### src/rtl/busmatch_pkg.sv
package busmatch_pkg;

    // Number of byte lanes in one long word; the piece orderings rely on four.
    localparam int LANES = 4;

    typedef enum logic [1:0] {
        BW_LONG = 2'd0,
        BW_WORD = 2'd1,
        BW_BYTE = 2'd2
    } bus_width_e;

    typedef struct packed {
        bus_width_e width;
        logic       big;
    } bm_cfg_t;

    function automatic bus_width_e decode_width(input logic narrow, input logic bytewise);
        if (!narrow)
            return BW_LONG;
        else if (bytewise)
            return BW_BYTE;
        else
            return BW_WORD;
    endfunction

    // Index of the final piece of a long word for a given width.
    function automatic logic [1:0] final_piece(input bus_width_e w);
        case (w)
            BW_WORD: return 2'd1;
            BW_BYTE: return 2'd3;
            default: return 2'd0;
        endcase
    endfunction

endpackage

### src/rtl/busmatch_cfg_latch.sv
module busmatch_cfg_latch
    import busmatch_pkg::*;
(
    input  logic    clk,
    input  logic    rst,
    input  logic    bm_sel,
    input  logic    size_sel,
    input  logic    be_sel,
    output bm_cfg_t cfg_q
);
    always_ff @(posedge clk) begin
        if (rst) begin
            cfg_q.width <= decode_width(bm_sel, size_sel);
            cfg_q.big   <= be_sel;
        end
    end
endmodule

### src/rtl/busmatch_piece_ctr.sv
module busmatch_piece_ctr #(
    parameter int IDX_W = 2
) (
    input  logic             clk,
    input  logic             rst,
    input  logic             adv,
    input  logic [IDX_W-1:0] last,
    output logic [IDX_W-1:0] idx
);
    always_ff @(posedge clk) begin
        if (rst)
            idx <= '0;
        else if (adv)
            idx <= (idx == last) ? '0 : idx + 1'b1;
    end
endmodule

### src/rtl/busmatch_lane_mux.sv
module busmatch_lane_mux
    import busmatch_pkg::*;
#(
    parameter int BYTE_W = 9,
    localparam int WORD_W = BYTE_W * LANES
) (
    input  logic [WORD_W-1:0] src,
    input  bm_cfg_t           cfg,
    input  logic [1:0]        idx,
    output logic [WORD_W-1:0] piece
);
    localparam int HALF_W = 2 * BYTE_W;

    logic [BYTE_W-1:0] lane [LANES];
    logic [HALF_W-1:0] half [2];

    for (genvar g = 0; g < LANES; g++) begin : g_lane
        assign lane[g] = src[g*BYTE_W +: BYTE_W];
    end
    for (genvar h = 0; h < 2; h++) begin : g_half
        assign half[h] = src[h*HALF_W +: HALF_W];
    end

    logic [1:0] byte_sel;
    logic       half_sel;

    always_comb begin
        byte_sel = cfg.big ? (2'd3 - idx) : idx;
        half_sel = cfg.big ? ~idx[0] : idx[0];
        piece    = '0;
        case (cfg.width)
            BW_WORD: piece[HALF_W-1:0] = half[half_sel];
            BW_BYTE: piece[BYTE_W-1:0] = lane[byte_sel];
            default: piece             = src;
        endcase
    end
endmodule

### src/rtl/busmatch_rd.sv
module busmatch_rd
    import busmatch_pkg::*;
#(
    parameter int BYTE_W = 9,
    localparam int WORD_W = BYTE_W * LANES
) (
    input  logic              clk,
    input  logic              rst,
    input  logic              bm_sel,
    input  logic              size_sel,
    input  logic              be_sel,
    input  logic              rd_en,
    input  logic [WORD_W-1:0] fifo_word,
    input  logic              fifo_empty,
    output logic              fifo_pop,
    output logic [WORD_W-1:0] dout
);
    bm_cfg_t           cfg_q;
    logic [1:0]        piece_idx;
    logic [WORD_W-1:0] aux_q;
    logic [WORD_W-1:0] src;
    logic [WORD_W-1:0] piece;
    logic              at_start;
    logic              take;

    busmatch_cfg_latch u_cfg (
        .clk      (clk),
        .rst      (rst),
        .bm_sel   (bm_sel),
        .size_sel (size_sel),
        .be_sel   (be_sel),
        .cfg_q    (cfg_q)
    );

    assign at_start = (piece_idx == 2'd0);
    assign fifo_pop = rd_en && !rst && at_start && !fifo_empty;
    assign take     = rd_en && !rst && (!at_start || !fifo_empty);
    assign src      = at_start ? fifo_word : aux_q;

    busmatch_piece_ctr #(.IDX_W(2)) u_ctr (
        .clk  (clk),
        .rst  (rst),
        .adv  (take),
        .last (final_piece(cfg_q.width)),
        .idx  (piece_idx)
    );

    busmatch_lane_mux #(.BYTE_W(BYTE_W)) u_mux (
        .src   (src),
        .cfg   (cfg_q),
        .idx   (piece_idx),
        .piece (piece)
    );

    always_ff @(posedge clk) begin
        if (rst)
            aux_q <= '0;
        else if (fifo_pop)
            aux_q <= fifo_word;
    end

    always_ff @(posedge clk) begin
        if (rst)
            dout <= '0;
        else if (take)
            dout <= piece;
    end
endmodule

### config.mk
export PLATFORM = sky130hd
export DESIGN_NAME = busmatch_rd
export DESIGN_NICKNAME = d
export VERILOG_FILES = /design/src/rtl/busmatch_pkg.sv /design/src/rtl/busmatch_cfg_latch.sv /design/src/rtl/busmatch_piece_ctr.sv /design/src/rtl/busmatch_lane_mux.sv /design/src/rtl/busmatch_rd.sv
export SDC_FILE = /design/constraint.sdc
export NUM_CORES = 1
export LEC_CHECK = 0
export ABC_AREA = 0
export BUFFER_PORTS_ARGS = -buffer_cell sky130_fd_sc_hd__buf_2
export CAP_MARGIN = 40
export CORE_MARGIN = 5
export CORE_UTILIZATION = 45
export CTS_CLUSTER_DIAMETER = 100
export DETAILED_ROUTE_END_ITERATION = 8
export PLACE_DENSITY = 0.72
export SETUP_SLACK_MARGIN = 0.2
export SLEW_MARGIN = 20
export SYNTH_ARGS = -nofsm -noshare
export SYNTH_HDL_FRONTEND = slang
export SYNTH_SLANG_ARGS = --single-unit
### constraint.sdc
create_clock -name clk -period 5.8 [get_ports clk]
set_clock_uncertainty 0.05 [all_clocks]
set_input_delay 1.16 -clock clk [delete_from_list [all_inputs] [get_ports clk]]
set_output_delay 1.16 -clock clk [all_outputs]
set_load 0.05 [all_outputs]
==> reports/results.txt <==
Part of the total power dissipated in the clock network: 35.4%. Setup repair after global routing left no endpoint under its margin. The switching power as a share of total power came out at 32.4%. For this run, the number of Yosys warnings is 0. For the number of maximum-capacitance violations, the log shows 0. After detailed routing, the average wire length per cell comes to 18.7 µm.

The H-tree generated during clock tree synthesis spans 3 levels. Summing the sequential cell areas from Yosys gives 35.7% of the chip area. Including well taps, the total number of placed cells is 717. The later pin in the worst-skew pair is clocked with a latency of 0.36 ns. The clock passes through at most 2 buffers. The tools report the length of the first detailed-routing pass in iterations as 6.

For the data required time of the worst path, the log shows 4.59 ns. For the switching power of the nets, the log shows 0.488 mW. The logs give 26.3% for the share of total power in combinational logic and 0 for the count of pins over their slew limit. Once the floorplan was initialized, standard cells occupied 45.7% of the core.

The flow ran to the end, and the final reports show no timing, DRC or antenna violations. In this run, synthesis inferred 3 flip-flops with an integrated enable. Startpoint class of the critical path: an input port.

The cell area after placement was 4770 µm². The transition time at the pin with the least slew margin was 0.836 ns. The setup path with the least slack is of type in2out.

During I/O placement, the number of pins put on the boundary was 80. Global routing finished with a remaining overflow of 0. Post-detailed-route via-to-cell ratio: 5.91.

In this run the static leakage power is 2.14 nW. Summed over all failing endpoints, the final setup total negative slack is 0 ns. Counting distinct cell types in the post-synthesis netlist gives 44. The routed design has 13.7 mm of wire. For this run, the post-layout net count is 642. For this run, the leading register cell type out of synthesis is sky130_fd_sc_hd__dfxtp_1. The fraction of final layout cells sized beyond drive strength 1 came out at 21.5%.

For this design, the CTS-stage hold fixing added 0 buffers. The number of antenna violations at the first check in global routing was 0. Portion of the clock cycle consumed by the worst path in the final layout: 68.0%. Number of buffers inserted by post-CTS setup repair: 0. The total number of clock tree sinks is 77.

The library cell appearing most often on the critical path is sky130_fd_sc_hd__buf_2. The run gives 1.02 mW as the internal power. In this run the tool buffered the top-level ports with 79 buffer cells. Routability-driven placement finished with a final weighted congestion of 0.945.

Once layout is complete, the cells apart from fillers number 733. Clock tree synthesis selected as its root buffer the cell sky130_fd_sc_hd__clkbuf_8. The critical path goes through buf_2 -> nor2b_1 -> nand3b_1 -> buf_4 -> inv_2 -> buf_2. The chip width is 109 µm, and the post-route DRC violation count is 0. The post-route minimum period was 3.95 ns; the final hold violation count was 0.

The run gives 4111 as the number of global-route vias before repair. For the endpoint arrival time on the critical path, the log shows 2.74 ns. The slack of the critical path is 1.85 ns. The floorplan has 36 rows. The number of standard cells after synthesis was 547; the total global routing track utilization was 23.2%. Once detail routing completed, the nets flagged for antenna violations numbered 0. The logs give 11900 µm² for the die footprint and 38.4% for the sequential power share.

The height of the die came out at 109 µm. The antenna diode count is 0, and the worst voltage drop across the vdd grid is 0.127 mV. The delay of the slowest cell on the worst path is 0.51 ns, and the number of register bits inferred by synthesis is 77. The type of the tightest min-delay check was reg2reg.

For the net count after synthesis, the log shows 593. The clock-pin slew on the worst setup and hold paths works out to 0.08 ns. The area of all placed cells without fillers is 5040 µm², and the first-pass GRT wire length is 21.1 mm. For this design the ratio of total power to cell area is 299 nW/µm². The via count of the routed design is 4335, and the share of flip-flops with an asynchronous set or reset after synthesis is 0%. In this run the worst path has a maximum fanout of 37.

The number of buffers inserted during clock tree synthesis came out at 9. After floorplanning, the core was sized to cover 9640 µm². The worst setup path is captured at a primary output. OpenSTA, run right after detailed placement, puts the worst setup slack at 1.87 ns. The run gives 9.74 mm as the half-perimeter wire length of the detailed placement result.

Counting the fill cells in the layout gives 979. Static timing analysis puts the maximum clock frequency at 0.253 GHz. The run gives 0 as the count of endpoints failing setup in the final report. Measured against its own limit, the worst slew margin works out to 42.7%.

TritonCTS built the clock tree. The number of gates resized after CTS was 0. The average instance in the mapped netlist occupies 8.04 µm². Cells fill 52.3% of the core in the end. For this block, the initial DRC count from the detailed router was 419.

The cell with the largest stage delay on the worst path is sky130_fd_sc_hd__inv_2. The synthesized netlist occupies a cell area of 4400 µm². Relative to the synthesized area, the layout overhead comes to 14.6%. Entering global routing, the biggest net connects 78 pins.
-- metrics by stage --
step | hold slack [ns] | total power, mW
floorplan | 0.384 | 0.878
global placement | 0.389 | 0.970
detailed placement | 0.394 | 0.979
CTS | 0.406 | 1.51
global route | 0.434 | 1.57
finish | 0.402 | 1.51
-- flip-flops by register name (all words and copies together), names as in the netlist --
signal,cells
u_cfg.cfg_q,3
u_ctr.idx,2
dout,36
aux_q,36
-- placed cells by master (no fill, tap or decap), drive strengths merged, types with 5 or more instances in the layout --
cell    count
nor2b       5
dfxtp      74
o22ai      21
a221o      13
a211o       6
a21oi      51
clkbuf     10
a22oi      21
buf        88
nand2      95
o21ai      32
nor2       36
a211oi      8
nand3b     11
a221oi      9
nand3      20
mux2i      37
mux2       20
inv         6
-- per-layer routing --
metal	GRT usage (%)	part of all wire [%]
met3	4.26	7.5
met2	37.5	48
met5	0	0
met1	29.3	40
met4	12.4	3.8
-- cell usage after synthesis (2+ instances only) --
library cell / number / area share (%)
sky130_fd_sc_hd__a21o_1: 2 / 0.34
sky130_fd_sc_hd__or2_2: 2 / 0.28
sky130_fd_sc_hd__edfxtp_1: 3 / 2.0
sky130_fd_sc_hd__buf_1: 6 / 0.51
sky130_fd_sc_hd__inv_1: 5 / 0.43
sky130_fd_sc_hd__a311o_1: 2 / 0.45
sky130_fd_sc_hd__a211o_1: 6 / 1.2
sky130_fd_sc_hd__a22oi_1: 21 / 3.6
sky130_fd_sc_hd__and2_1: 2 / 0.28
sky130_fd_sc_hd__mux2i_1: 37 / 8.4
sky130_fd_sc_hd__nand2_1: 95 / 8.1
sky130_fd_sc_hd__buf_6: 2 / 0.51
sky130_fd_sc_hd__a211oi_1: 8 / 1.4
sky130_fd_sc_hd__o22ai_1: 21 / 3.0
sky130_fd_sc_hd__a221o_1: 13 / 3.0
sky130_fd_sc_hd__buf_4: 4 / 0.68
sky130_fd_sc_hd__nand3b_1: 11 / 1.9
sky130_fd_sc_hd__nand2b_1: 2 / 0.28
sky130_fd_sc_hd__ha_1: 3 / 0.85
sky130_fd_sc_hd__buf_2: 13 / 1.5
sky130_fd_sc_hd__clkbuf_1: 23 / 2.0
sky130_fd_sc_hd__nor3_1: 4 / 0.45
sky130_fd_sc_hd__nand3_1: 20 / 2.3
sky130_fd_sc_hd__dfxtp_1: 74 / 34
sky130_fd_sc_hd__nor2b_1: 5 / 0.71
sky130_fd_sc_hd__xnor2_1: 2 / 0.40
sky130_fd_sc_hd__mux2_2: 20 / 5.1
sky130_fd_sc_hd__a21oi_1: 51 / 5.8
sky130_fd_sc_hd__o21ai_0: 32 / 3.6
sky130_fd_sc_hd__a221oi_1: 9 / 1.8
sky130_fd_sc_hd__nor2_1: 36 / 3.1
-- worst max-delay path: cells and delay by family --
family	cells	cell delay (ns)
and+or+nand+nor	2	0.27
buffers and inverters	4	1.28
-- final cells by class --
type	count	area (µm²)	area share, %
multi-input combinational	414	2560	50.8
sequential	77	1570	31.2
timing repair buffer	88	465	9.23
tap	133	166	3.30
clock buffer	10	128	2.53
clock inverter	5	125	2.48
inverter	6	22.5	0.447
-- power by group through the flow --
| stage | clock network [mW] | logic, mW | registers (mW) |
|---|---|---|---|
| after floorplan | 0 | 0.246 | 0.632 |
| after global placement | 0 | 0.379 | 0.591 |
| after detailed placement | 0 | 0.386 | 0.593 |
| after CTS | 0.537 | 0.387 | 0.581 |
| after global routing | 0.566 | 0.423 | 0.582 |
| final | 0.533 | 0.396 | 0.578 |
-- path summary, 6_finish.rpt --
| check | start | endpoint | slack, ns | cells after the start |
|---|---|---|---|---|
| hold / removal | dout[25]$_SDFFE_PP0P_ | dout[25]$_SDFFE_PP0P_ | 0.40 | 2 |
| setup / recovery | rst | fifo_pop | 1.85 | 6 |
| setup reg to reg | u_ctr.idx[0]$_SDFFE_PP0P_ | dout[7]$_SDFFE_PP0P_ | 2.44 | 8 |
| hold reg to reg | dout[25]$_SDFFE_PP0P_ | dout[25]$_SDFFE_PP0P_ | 0.40 | 2 |
-- cells by family after synthesis --
kind of cell / share of synthesized area (%)
DFF: 35.7
adders and majority gates: 0.853
buffers and inverters: 6.11
AOI/OAI and AO/OA: 25.1
xor gates and xnor gates: 0.597
muxes: 13.5
and+or+nand+nor: 18.1
No activity file was read; power rests on OpenSTA's default activity.
